## config.mk

```make
export PLATFORM = sky130hd
export DESIGN_NAME = sfc_char_filter
export DESIGN_NICKNAME = d
export VERILOG_FILES = /design/src/rtl/sfc_pkg.sv /design/src/rtl/sfc_match.sv /design/src/rtl/sfc_status.sv /design/src/rtl/sfc_char_filter.sv
export SDC_FILE = /design/constraint.sdc
export NUM_CORES = 1
export LEC_CHECK = 0
export CAP_MARGIN = 20
export CORE_ASPECT_RATIO = 1.1
export CORE_UTILIZATION = 35
export DETAILED_ROUTE_END_ITERATION = 6
export GPL_TIMING_DRIVEN = 1
export PLACE_DENSITY_LB_ADDON = 0.3
export SLEW_MARGIN = 20
export SYNTH_ARGS = -nofsm -noshare
export SYNTH_HDL_FRONTEND = slang
export SYNTH_SLANG_ARGS = --single-unit
```

## constraint.sdc

```tcl
create_clock -name clk -period 0.8 [get_ports clk]
set_input_delay 0.16 -clock clk [delete_from_list [all_inputs] [get_ports clk]]
set_output_delay 0.16 -clock clk [all_outputs]
set_load 0.03 [all_outputs]
```

## src/rtl/sfc_pkg.sv

```systemverilog
package sfc_pkg;
  typedef enum logic [1:0] {
    FC_OFF   = 2'b00,
    FC_PAIR2 = 2'b01,
    FC_PAIR1 = 2'b10,
    FC_OFF_B = 2'b11
  } fc_mode_e;

  typedef struct packed {
    logic stop;
    logic resume;
    logic special;
    logic keep;
  } hit_t;
endpackage

```

## src/rtl/sfc_match.sv

```systemverilog
module sfc_match
  import sfc_pkg::*;
#(
  parameter int W = 8
) (
  input  logic [W-1:0] data,
  input  logic [W-1:0] xon1,
  input  logic [W-1:0] xon2,
  input  logic [W-1:0] xoff1,
  input  logic [W-1:0] xoff2,
  input  logic [1:0]   mode,
  input  logic         spec_en,
  output hit_t         hit
);
  fc_mode_e    mode_e;
  logic        fc_on;
  logic [W-1:0] sel_on;
  logic [W-1:0] sel_off;
  logic        off_eq;
  logic        on_eq;

  always_comb begin
    mode_e  = fc_mode_e'(mode);
    fc_on   = (mode_e == FC_PAIR1) || (mode_e == FC_PAIR2);
    sel_on  = (mode_e == FC_PAIR1) ? xon1 : xon2;
    sel_off = (mode_e == FC_PAIR1) ? xoff1 : xoff2;
    off_eq  = fc_on && (data == sel_off);
    on_eq   = fc_on && (data == sel_on);
    // stop wins when both selected characters are equal
    hit.stop    = off_eq;
    hit.resume  = on_eq && !off_eq;
    hit.special = spec_en && (data == xoff2);
    hit.keep    = !(off_eq || on_eq);
  end
endmodule

```

## src/rtl/sfc_status.sv

```systemverilog
module sfc_status (
  input  logic clk,
  input  logic rst_n,
  input  logic set_i,
  input  logic clr_i,
  output logic flag_o
);
  logic flag_d;
  logic flag_q;

  always_comb begin
    flag_d = flag_q;
    if (clr_i) flag_d = 1'b0;
    if (set_i) flag_d = 1'b1;
  end

  always_ff @(posedge clk or negedge rst_n) begin
    if (!rst_n) flag_q <= 1'b0;
    else        flag_q <= flag_d;
  end

  assign flag_o = flag_q;

  AST_FLAG_STICKY: assert property (@(posedge clk) disable iff (!rst_n)
    (flag_q && !clr_i) |=> flag_q);
  AST_FLAG_SET_WINS: assert property (@(posedge clk) disable iff (!rst_n)
    (set_i && clr_i) |=> flag_q);
endmodule

```

## src/rtl/sfc_char_filter.sv

```systemverilog
module sfc_char_filter
  import sfc_pkg::*;
#(
  parameter int W = 8
) (
  input  logic         clk,
  input  logic         rst_n,
  input  logic         rx_valid,
  input  logic [W-1:0] rx_data,
  input  logic [W-1:0] xon1_chr,
  input  logic [W-1:0] xon2_chr,
  input  logic [W-1:0] xoff1_chr,
  input  logic [W-1:0] xoff2_chr,
  input  logic [1:0]   fc_mode,
  input  logic         spec_en,
  input  logic         spec_irq_en,
  input  logic         stat_clr,
  output logic         fifo_wr,
  output logic [W-1:0] fifo_data,
  output logic         spec_flag,
  output logic         spec_irq,
  output logic         xoff_irq,
  output logic         tx_stop,
  output logic         tx_resume
);
  hit_t         hit;
  logic         wr_d, stop_d, res_d, sirq_d;
  logic         wr_q, stop_q, res_q, sirq_q;
  logic [W-1:0] data_q;
  logic         spec_set;

  sfc_match #(.W(W)) match_i (
    .data(rx_data), .xon1(xon1_chr), .xon2(xon2_chr),
    .xoff1(xoff1_chr), .xoff2(xoff2_chr), .mode(fc_mode),
    .spec_en(spec_en), .hit(hit)
  );

  always_comb begin
    spec_set = rx_valid && hit.special;
    wr_d     = rx_valid && hit.keep;
    stop_d   = rx_valid && hit.stop;
    res_d    = rx_valid && hit.resume;
    sirq_d   = spec_set && spec_irq_en;
  end

  always_ff @(posedge clk or negedge rst_n) begin
    if (!rst_n) begin
      wr_q   <= 1'b0;
      stop_q <= 1'b0;
      res_q  <= 1'b0;
      sirq_q <= 1'b0;
    end else begin
      wr_q   <= wr_d;
      stop_q <= stop_d;
      res_q  <= res_d;
      sirq_q <= sirq_d;
    end
  end

  always_ff @(posedge clk or negedge rst_n) begin
    if (!rst_n)        data_q <= '0;
    else if (rx_valid) data_q <= rx_data;
  end

  sfc_status status_i (
    .clk(clk), .rst_n(rst_n), .set_i(spec_set), .clr_i(stat_clr), .flag_o(spec_flag)
  );

  assign fifo_wr   = wr_q;
  assign fifo_data = data_q;
  assign tx_stop   = stop_q;
  assign xoff_irq  = stop_q;
  assign tx_resume = res_q;
  assign spec_irq  = sirq_q;

  AST_WR_NEEDS_STROBE: assert property (@(posedge clk) disable iff (!rst_n)
    fifo_wr |-> $past(rx_valid));
  AST_WR_NOT_FLOW: assert property (@(posedge clk) disable iff (!rst_n)
    fifo_wr |-> (!tx_stop && !tx_resume));
  AST_STOP_OVER_RESUME: assert property (@(posedge clk) disable iff (!rst_n)
    !(tx_stop && tx_resume));
  AST_SIRQ_NEEDS_EN: assert property (@(posedge clk) disable iff (!rst_n)
    spec_irq |-> $past(spec_irq_en));
  AST_SIRQ_SETS_FLAG: assert property (@(posedge clk) disable iff (!rst_n)
    spec_irq |-> spec_flag);
  AST_NO_FLOW_WHEN_OFF: assert property (@(posedge clk) disable iff (!rst_n)
    (rx_valid && fc_mode[0] == fc_mode[1]) |=> (!tx_stop && !tx_resume));
endmodule

```

==> summary.txt, run 1 <==
Routing
  • DRC violations left: 0
  • Final WL: approximately 3.1 mm
  • DR vias/cell: 4.768
  • Starting DRT DRC Count: 5
  • Routed wire per std cell: 15.29 um
  • First-pass DRT Iterations: 6
  • Via count: 968
  • Final ANT Viol Nets: 0

Floorplanning
  • Die area: ~2800 um^2
  • Rows: 19
  • Initial Util: 0.3689
  • Top Ports: 62
  • Die extent in y: around 56 um
  • Core ar.: 2472 um^2
  • Die W: 50.68 um

STA
  • F_max: 770.6 MHz
  • Crit share post-route: 1.622
  • Max-slew violations: 0
  • RSZ-0062 raised after global routing: true
  • Final worst slack: -0.4978 ns
  • Final Hold Viols: 0
  • Worst relative slew slack: 0.7810
  • Final min period: 1.298 ns
  • Post-Route Skew: 0 ns
  • Worst-margin pin slew: 0.3273 ns
  • Setup-failing EPs final: 21
  • Hold WS: 0.1596 ns

Finish
  • Final Util: 0.7900
  • Layout cells sized above 1: 0.5581
  • Synthesis-to-layout area growth: 114.1%
  • # diodes: 0
  • Final instance area: 1953 um^2
  • Final nets: ~220

Power
  • LEAKAGE: 0.8770 nW
  • Power, Total: approximately 2.1 mW
  • Worst IR Drop VDD: 1.185 mV
  • PwrDens: 1067 nW/um^2

Critical path
  • Crit path kind: input port to register
  • Top delay family on crit path: simple AND/OR/NAND/NOR gates
  • Buf/Inv on CP: 3
  • Slowest CP cell: mux2i_2
  • Slowest cell delay on critical path: 0.22 ns
  • CP arrival: 1.50 ns
  • Startpoint Class: input port
  • WP data required: 1.00 ns
  • CP Max Fanout: 4
  • Cells along the critical path: buf_8 > inv_12 > ha_4 > buf_12 > mux2i_2 > xor2_1 > nand4_1 > nor3_2 > nor2b_1
  • Critical Path Sink Type: register

Synthesis
  • Most used flip-flop cell after synthesis: dfrtp_1
  • Synth unique cells: 24
  • FFs w/ async S/R, synth: 1.000
  • Most numerous cell in the Yosys netlist: xor2_1
  • Synth warn: 0
  • Top post-synthesis cells by area: dfrtp_1, xor2_1, mux2i_1, mux2_2, buf_12
  • Post-synth EDFFs: 0
  • Syn Area/Cell: 10.73 um^2
  • Post-synth top area cell: dfrtp_1
  • Cell area after synthesis: 912.1 um^2
  • Syn Nets: 134
  • Cells after synthesis: 85
  • Most frequent cells after synthesis: xor2_1, dfrtp_1, mux2i_1, mux2_2, inv_1
  • Synthesis-stage register bit count: 13
  • Post-synth top area share: 0.3567
  • Sequential area share after synthesis: 0.3567

Place
  • Routability congestion estimate: 0.8015
  • Worst slack, placed: -1.228 ns
  • Placed Area: 1668 um^2
  • Buffers added on ports: 61
  • DP Wirelength: ~2.2 mm

Global route
  • Global-route wire length before repair: 4.602 mm
  • Overall Global Routing Usage: 0.2190
  • Pin count of the biggest net entering global routing: 11
  • Initial antenna violation count: 0
  • Number of global-route vias before repair: 1,029
  • Grt ovf: 0

Min path
  • Hold WC Path Type: input port to register

CTS
  • Root Buffer: clkbuf_4
  • H-tree levels: 1
  • Clock sink count: 13
  • CTS tree: built
  • Clk Latency, worst-skew pair: 0.26 ns
  • Reg clk slew, reported paths: about 0.07 ns
  • CTS buffer count: 3
  • Deepest clock path buffer count: 2

Job
  • MaxCap Viol Count: 0

Status
  • Failing checks: negative setup slack
  • Status: finished, violations left
==> final timing paths <==
check                          endpoint         start  slack [ns]  cells past startpoint
min in group asynchronous  fifo_data[0]         rst_n        0.20                      2
hold / removal             fifo_data[0]    rx_data[0]        0.16                      2
hold reg to reg            fifo_data[0]  fifo_data[0]        0.54                      1
max in group asynchronous  fifo_data[1]         rst_n        0.46                      2
setup / recovery              tx_resume    fc_mode[0]       -0.50                      9
setup reg to reg           fifo_data[5]  fifo_data[5]       -0.11                      2
==> state kept, by name (all words and copies together) (netlist names) <==
| signal | count |
|---|---|
| tx_resume | 1 |
| fifo_wr | 1 |
| tx_stop | 1 |
| spec_irq | 1 |
| status_i.flag_o | 1 |
| fifo_data | 8 |
==> cell families after synthesis <==
kind of cell | Yosys count | share of synthesized area
AO/OA/AOI/OAI | 6 | 0.04665
multiplexers | 17 | 0.1975
adder cells (fa/ha/maj) | 1 | 0.01372
AND/OR/NAND/NOR | 16 | 0.09739
XOR/XNOR | 23 | 0.2209
flip-flops | 13 | 0.3567
buffers and inverters | 9 | 0.06722
==> power breakdown <==
group	internal, mW	switching [mW]	leakage (nW)
Combinational	0.540	0.422	0.711
Sequential	0.708	0.0331	0.151
Clock	0.193	0.188	0.0150
Total	1.44	0.642	0.877
==> area by class of cell <==
cell class                      instances  area [um^2]
Clock buffer                            4        26.28
Sequential cell                        13        336.6
Tap cell                               31        38.79
Inverter                                5        31.28
Multi-Input combinational cell         63        689.4
Fill cell                             157        519.2
Timing Repair Buffer                   87        830.8
==> metrics by stage <==
stage	cells	setup TNS, ns
6_report	203	-4.123
5_1_grt	203	-4.786
4_1_cts	201	-4.398
3_5_place_dp	191	-9.125
3_3_place_gp	191	-8.781
2_1_floorplan	85	-1.796
==> cells in the final DEF (no fill, tap or decap), types with 2 or more instances in the layout <==
| cell | n |
|---|---|
| xor2_1 | 16 |
| dfrtp_1 | 4 |
| nand4_1 | 2 |
| dfrtp_2 | 9 |
| nor3_2 | 3 |
| dlygate4sd2_1 | 6 |
| mux2i_1 | 6 |
| clkdlybuf4s50_1 | 22 |
| buf_6 | 22 |
| mux2_2 | 7 |
| clkdlybuf4s15_1 | 2 |
| inv_1 | 4 |
| nor2_1 | 2 |
| xor2_2 | 5 |
| dlymetal6s2s_1 | 4 |
| clkbuf_2 | 9 |
| buf_12 | 2 |
| nor2b_1 | 2 |
| clkbuf_4 | 3 |
| buf_4 | 18 |
| mux2i_2 | 2 |
==> metal layers <==
metal / vias to the layer above / global-route usage / wire length [um]
li1: 462 / - / -
met1: 469 / 0.2386 / 1155
met2: 33 / 0.4171 / 1775
met3: 4 / 0.02479 / 138
met4: 0 / 0.08333 / 34
met5: - / 0 / 0
==> what timing repair did <==
| item | CTS | global route |
|---|---|---|
| setup buffers | 6 | 3 |
| pin swaps | 18 | 16 |
| gates resized for setup | 63 | 48 |
| endpoints found under the setup margin | 27 | 24 |
| endpoints found under the hold margin | 0 | 0 |
| hold buffers | 0 | 0 |
No activity file was read; power rests on OpenSTA's default activity.
==> run 2, diff against run 1 <==
--- a/config.mk
+++ b/config.mk
@@ -6,7 +6,7 @@
 export NUM_CORES = 1
 export LEC_CHECK = 0
 export CAP_MARGIN = 20
-export CORE_ASPECT_RATIO = 1.1
+export CORE_ASPECT_RATIO = 1.2
 export CORE_UTILIZATION = 35
 export DETAILED_ROUTE_END_ITERATION = 6
 export GPL_TIMING_DRIVEN = 1
==> run 2 against run 1 <==
Net effect: the flow still finishes with violations (negative setup slack); hold slack better by 0.041 ns; register-to-register slack is essentially flat; die area barely moved; sequential power is essentially flat; sequential share of layout area is 0.64 points higher; cell area shrank 3.6%; global-route usage up 1.8 points; count of clock-buffer cells in the layout shrank 1; critical endpoint unchanged.
==> summary.txt, run 2 (same netlist as run 1, synthesis figures left out) <==
Status
  • Status: finished, violations left
  • Failing checks: negative setup slack

Place
  • Routability congestion estimate: 0.8296
  • Post-Place Cells: between 150 and 200
  • DP Wirelength: 2.204 mm
  • Worst slack, placed: -1.279 ns
  • Buffers added on ports: 61

Critical path
  • R2R depth: 2
  • Slowest cell delay on critical path: 0.25 ns
  • R2R Setup Slk: -0.12 ns
  • Worst setup path endpoint: tx_resume
  • Crit path kind: input port to register
  • Top delay family on crit path: simple AND/OR/NAND/NOR gates
  • R2R Path End: fifo_data[4]
  • Crit path from: fc_mode[0]
  • Startpoint Class: input port
  • CP Max Fanout: 4
  • Critical Path Sink Type: register
  • WP data required: 1.01 ns
  • Worst r2r src: fifo_data[4]
  • CP arrival: 1.51 ns
  • Buf/Inv on CP: 3
  • CP Depth: 9
  • Cells along the critical path: buf_8 > inv_12 > ha_4 > buf_12 > mux2i_2 > xor2_1 > nand4_1 > nor3_2 > nor2b_2
  • Slowest CP cell: mux2i_2

STA
  • Final worst slack: -0.5045 ns
  • Post-Route Skew: 0 ns
  • Final min period: around 1.3 ns
  • RSZ-0062 raised after global routing: true
  • Worst-margin pin slew: around 0.33 ns
  • Max-slew violations: 0
  • Setup-failing EPs final: 21
  • Crit share post-route: 1.631
  • Final Hold Viols: 0
  • F_max: 766.6 MHz
  • Hold WS: roughly 0.2 ns
  • Worst relative slew slack: 0.7803

Global route
  • Grt ovf: 0
  • Number of global-route vias before repair: between 1,000 and 1,500
  • Global-route wire length before repair: 4.947 mm
  • Overall Global Routing Usage: 0.2372
  • Pin count of the biggest net entering global routing: 14
  • Initial antenna violation count: 0

Routing
  • Starting DRT DRC Count: 17
  • Met2 wire length: 1.675 mm
  • Top layer in use: met4
  • Final WL: 3.092 mm
  • Via count: about 1,000
  • Final ANT Viol Nets: 0
  • DR vias/cell: between 4 and 5
  • M1 WL: ~1.1 mm
  • Routed wire per std cell: 15.70 um
  • DRC violations left: 0
  • Detail Route met3 WL: 182 um
  • First-pass DRT Iterations: 4

Floorplanning
  • Die W: 48.60 um
  • Die area: ~2800 um^2
  • Rows: 19
  • Die extent in y: 57.92 um
  • Initial Util: 0.3837
  • Top Ports: 62
  • Core ar.: between 2000 and 2500 um^2

Finish
  • Synthesis-to-layout area growth: 106.4%
  • Final Util: 0.7921
  • Most frequent cells in the layout: buf_6, clkdlybuf4s50_1, xor2_1, buf_4, dlygate4sd2_1
  • Fill cells: 151
  • # diodes: 0
  • Leading cell type in the layout, fill and taps excluded: buf_6
  • Layout cells sized above 1: 0.5482
  • Final nets: roughly 220
  • Max reg flops: 8
  • Post-route insts no fill: 197

CTS
  • CTS tree: built
  • Reg clk slew, reported paths: 0.08 ns
  • Deepest clock path buffer count: 2
  • H-tree levels: 1
  • Root Buffer: clkbuf_4
  • Clk Latency, worst-skew pair: ~0.27 ns
  • Cts hold-fix bufs: 0
  • CTS buffer count: 3
  • Clock sink count: 13

Power
  • LEAKAGE: roughly 0.81 nW
  • Worst IR Drop VDD: 1.267 mV
  • PwrDens: 1099 nW/um^2
  • Power, Total: 2.070 mW

Job
  • MaxCap Viol Count: 0

Min path
  • Hold WC Path Type: input port to register
## run 2: through the flow
step	area [um^2]	TNS, ns
floorplan	953.4	-1.796
global placement	1645	-8.780
detailed placement	1645	-9.118
CTS	1831	-3.906
global route	1883	-4.863
finish	1883	-4.025
## run 2: area by class of cell
cell class	instances	area, um^2	share of cell area
inverter	5	31.28	0.01661
multi-input combinational	63	664.4	0.3528
tap	31	38.79	0.02060
sequential	13	336.6	0.1787
clock buffer	3	22.52	0.01196
timing repair buffer	81	784.5	0.4166
clock inverter	1	5.005	0.002658
## run 2: routing by layer
layer | vias up | track usage
met4 | 0 | 0.1345
met5 | - | 0
met1 | 466 | 0.2294
met2 | 47 | 0.4603
met3 | 14 | 0.05249
li1 | 449 | -
## run 2: worst min-delay path by stage
stage / start / endpoint / slack [ns] / cells after the start
floorplan: rst_n / fifo_data[0] / -0.14 / 0
global placement: rst_n / fifo_data[2] / 0.50 / 2
detailed placement: fifo_data[3] / fifo_data[3] / 0.50 / 1
CTS: rx_data[1] / fifo_data[1] / 0.20 / 2
global route: rst_n / fifo_data[4] / 0.19 / 2
finish: rx_data[1] / fifo_data[1] / 0.20 / 2
## run 2: where the power goes
group	switching, mW	leakage [nW]	total (mW)	internal (mW)
combinational	0.415	0.646	0.934	0.519
clock	0.212	0.0177	0.397	0.185
sequential	0.0315	0.151	0.739	0.708
total	0.659	0.815	2.07	1.41
## run 2: what timing repair did
| action | in CTS | in global routing |
|---|---|---|
| resized for setup | 108 | 13 |
| setup endpoints to repair | 27 | 23 |
| endpoints found under the hold margin | 0 | 0 |
| pin swaps | 16 | 9 |
| buffers inserted | 5 | 1 |
==> run 3, diff against run 2 <==
--- a/config.mk
+++ b/config.mk
@@ -7,9 +7,10 @@
 export LEC_CHECK = 0
 export CAP_MARGIN = 20
 export CORE_ASPECT_RATIO = 1.2
-export CORE_UTILIZATION = 35
+export CORE_UTILIZATION = 32
 export DETAILED_ROUTE_END_ITERATION = 6
 export GPL_TIMING_DRIVEN = 1
+export MAX_ROUTING_LAYER = met4
 export PLACE_DENSITY_LB_ADDON = 0.3
 export SLEW_MARGIN = 20
 export SYNTH_ARGS = -nofsm -noshare
==> constraint.sdc (replaced) <==
create_clock -name clk -period 1.1 [get_ports clk]
set_input_delay 0.22 -clock clk [delete_from_list [all_inputs] [get_ports clk]]
set_output_delay 0.22 -clock clk [all_outputs]
set_load 0.03 [all_outputs]
==> run 3 against run 2 <==
Net effect: the run still ends with negative setup slack left; total power decreased by 31%; global-route usage is 3.1 points lower; register-to-register slack better by 0.45 ns; critical path type unchanged; largest cell class unchanged.
==> summary.txt, run 3 (same netlist as run 1, synthesis figures left out) <==
Finish
  • Synthesis-to-layout area growth: 97.26%
  • Leading cell type in the layout, fill and taps excluded: buf_4
  • Area of the multi-input gates: 618.1 um^2
  • Most frequent cells in the layout: buf_4, clkdlybuf4s50_1, xor2_1, dlygate4sd2_1, dfrtp_1
  • Max reg flops: 8
  • Fill cells: roughly 230
  • Post-route insts no fill: 205
  • Final Util: 0.6848
  • Final instance area: between 1500 and 2000 um^2
  • Layout cells sized above 1: 0.4186
  • Final nets: 222
  • FF/Latch Area: around 330 um^2
  • # diodes: 0

Critical path
  • Worst r2r src: fifo_data[1]
  • Crit path kind: input port to register
  • WP data required: approximately 1.3 ns
  • CP Max Fanout: 6
  • R2R Path End: fifo_data[1]
  • Startpoint Class: input port
  • R2R depth: 1
  • R2R Setup Slk: 0.33 ns
  • CP arrival: 1.50 ns
  • Critical Path Sink Type: register

STA
  • Final worst slack: -0.2382 ns
  • Final min period: 1.338 ns
  • Crit share post-route: 1.217
  • Setup TNS: -0.6008 ns
  • Post-Route Skew: 0 ns
  • Setup-failing EPs final: 3
  • Worst-margin pin slew: 0.3163 ns
  • Hold WS: around 0.24 ns
  • Worst relative slew slack: 0.7892
  • Max-slew violations: 0
  • RSZ-0062 raised after global routing: true
  • Final Hold Viols: 0
  • F_max: ~750 MHz

Power
  • LEAKAGE: 0.8216 nW
  • Power, Total: roughly 1.4 mW
  • Worst IR Drop VDD: between 0.7 and 0.8 mV
  • PwrDens: 795.7 nW/um^2

Routing
  • Routed wire per std cell: 13.66 um
  • Starting DRT DRC Count: 9
  • Final WL: 2.801 mm
  • Final ANT Viol Nets: 0
  • DR vias/cell: between 4 and 5
  • DRC violations left: 0
  • First-pass DRT Iterations: 4
  • Via count: roughly 950

Global route
  • Initial antenna violation count: 0
  • M3 GR Usage: 0.02757
  • Overall Global Routing Usage: 0.2059
  • GR peak layer: met2
  • GR Util met2: 0.3943
  • Pin count of the biggest net entering global routing: 14
  • Grt ovf: 0
  • Global-route wire length before repair: 4.367 mm
  • Met1 Use GR: 0.2016
  • Number of global-route vias before repair: around 1,100

CTS
  • CTS tree: built
  • Clock sink count: 13
  • Cts hold-fix bufs: 0
  • Root Buffer: clkbuf_4
  • Clk Latency, worst-skew pair: 0.27 ns
  • Deepest clock path buffer count: 2
  • CTS buffer count: 3
  • Reg clk slew, reported paths: 0.07 ns
  • H-tree levels: 1

Floorplanning
  • Die extent in y: 60.49 um
  • Rows: 20
  • Core ar.: 2628 um^2
  • Top Ports: 62
  • Die W: 50.74 um
  • Initial Util: 0.3471
  • Die area: 3069 um^2

Place
  • Buffers added on ports: 61
  • DP Wirelength: ~2.3 mm
  • Routability congestion estimate: 0.7977
  • Post-Place Cells: 195
  • Placed Area: 1662 um^2
  • Worst slack, placed: -0.9952 ns

Status
  • Failing checks: negative setup slack
  • Status: finished, violations left

Job
  • MaxCap Viol Count: 0

Min path
  • Hold WC Path Type: input port to async pin
[run 3: report_power, final]
part	leakage (nW)	internal, mW	switching, mW	total (mW)
sequential	0.161	0.509	0.0156	0.525
clock	0.0150	0.141	0.145	0.286
combinational	0.646	0.346	0.275	0.621
[run 3: worst max path at each step]
stage | startpoint | to | depth (start not counted)
4_1_cts | fc_mode[0] | tx_resume | 9
3_5_place_dp | fc_mode[0] | tx_resume | 8
2_1_floorplan | fc_mode[0] | tx_resume | 9
6_report | fc_mode[0] | fifo_wr | 9
5_1_grt | fc_mode[0] | fifo_wr | 9
3_3_place_gp | fc_mode[0] | tx_resume | 8
[run 3: repair_timing]
item,in CTS,in global routing
gates cloned,0,0
setup endpoints to repair,5,5
pin swaps,19,9
endpoints found under the hold margin,0,0
gates resized for setup,46,15
setup buffers,6,0
[run 3: layout make-up]
type	count	area share
repair buffers	87	0.4207
multi-input cells	63	0.3435
flip-flops and latches	13	0.1808
well taps	33	0.02295
inverters	5	0.01739
clock buffers	4	0.01460
[run 3: layer usage]
metal | share of wire | wire (um) | vias to the layer above
met5 | 0 | 0 | -
met4 | 0.021 | 59 | 0
met3 | 0.046 | 130 | 6
met2 | 0.55 | 1527 | 34
met1 | 0.39 | 1083 | 450
li1 | - | - | 464
[run 3: critical path, stage by stage]
cell and delay [ns]:
buf_8 0.11, inv_12 0.04, ha_4 0.17, buf_8 0.14, mux2i_2 0.21, xor2_1 0.17, o211ai_1 0.16, o21ai_2 0.20
nor2_1 0.07
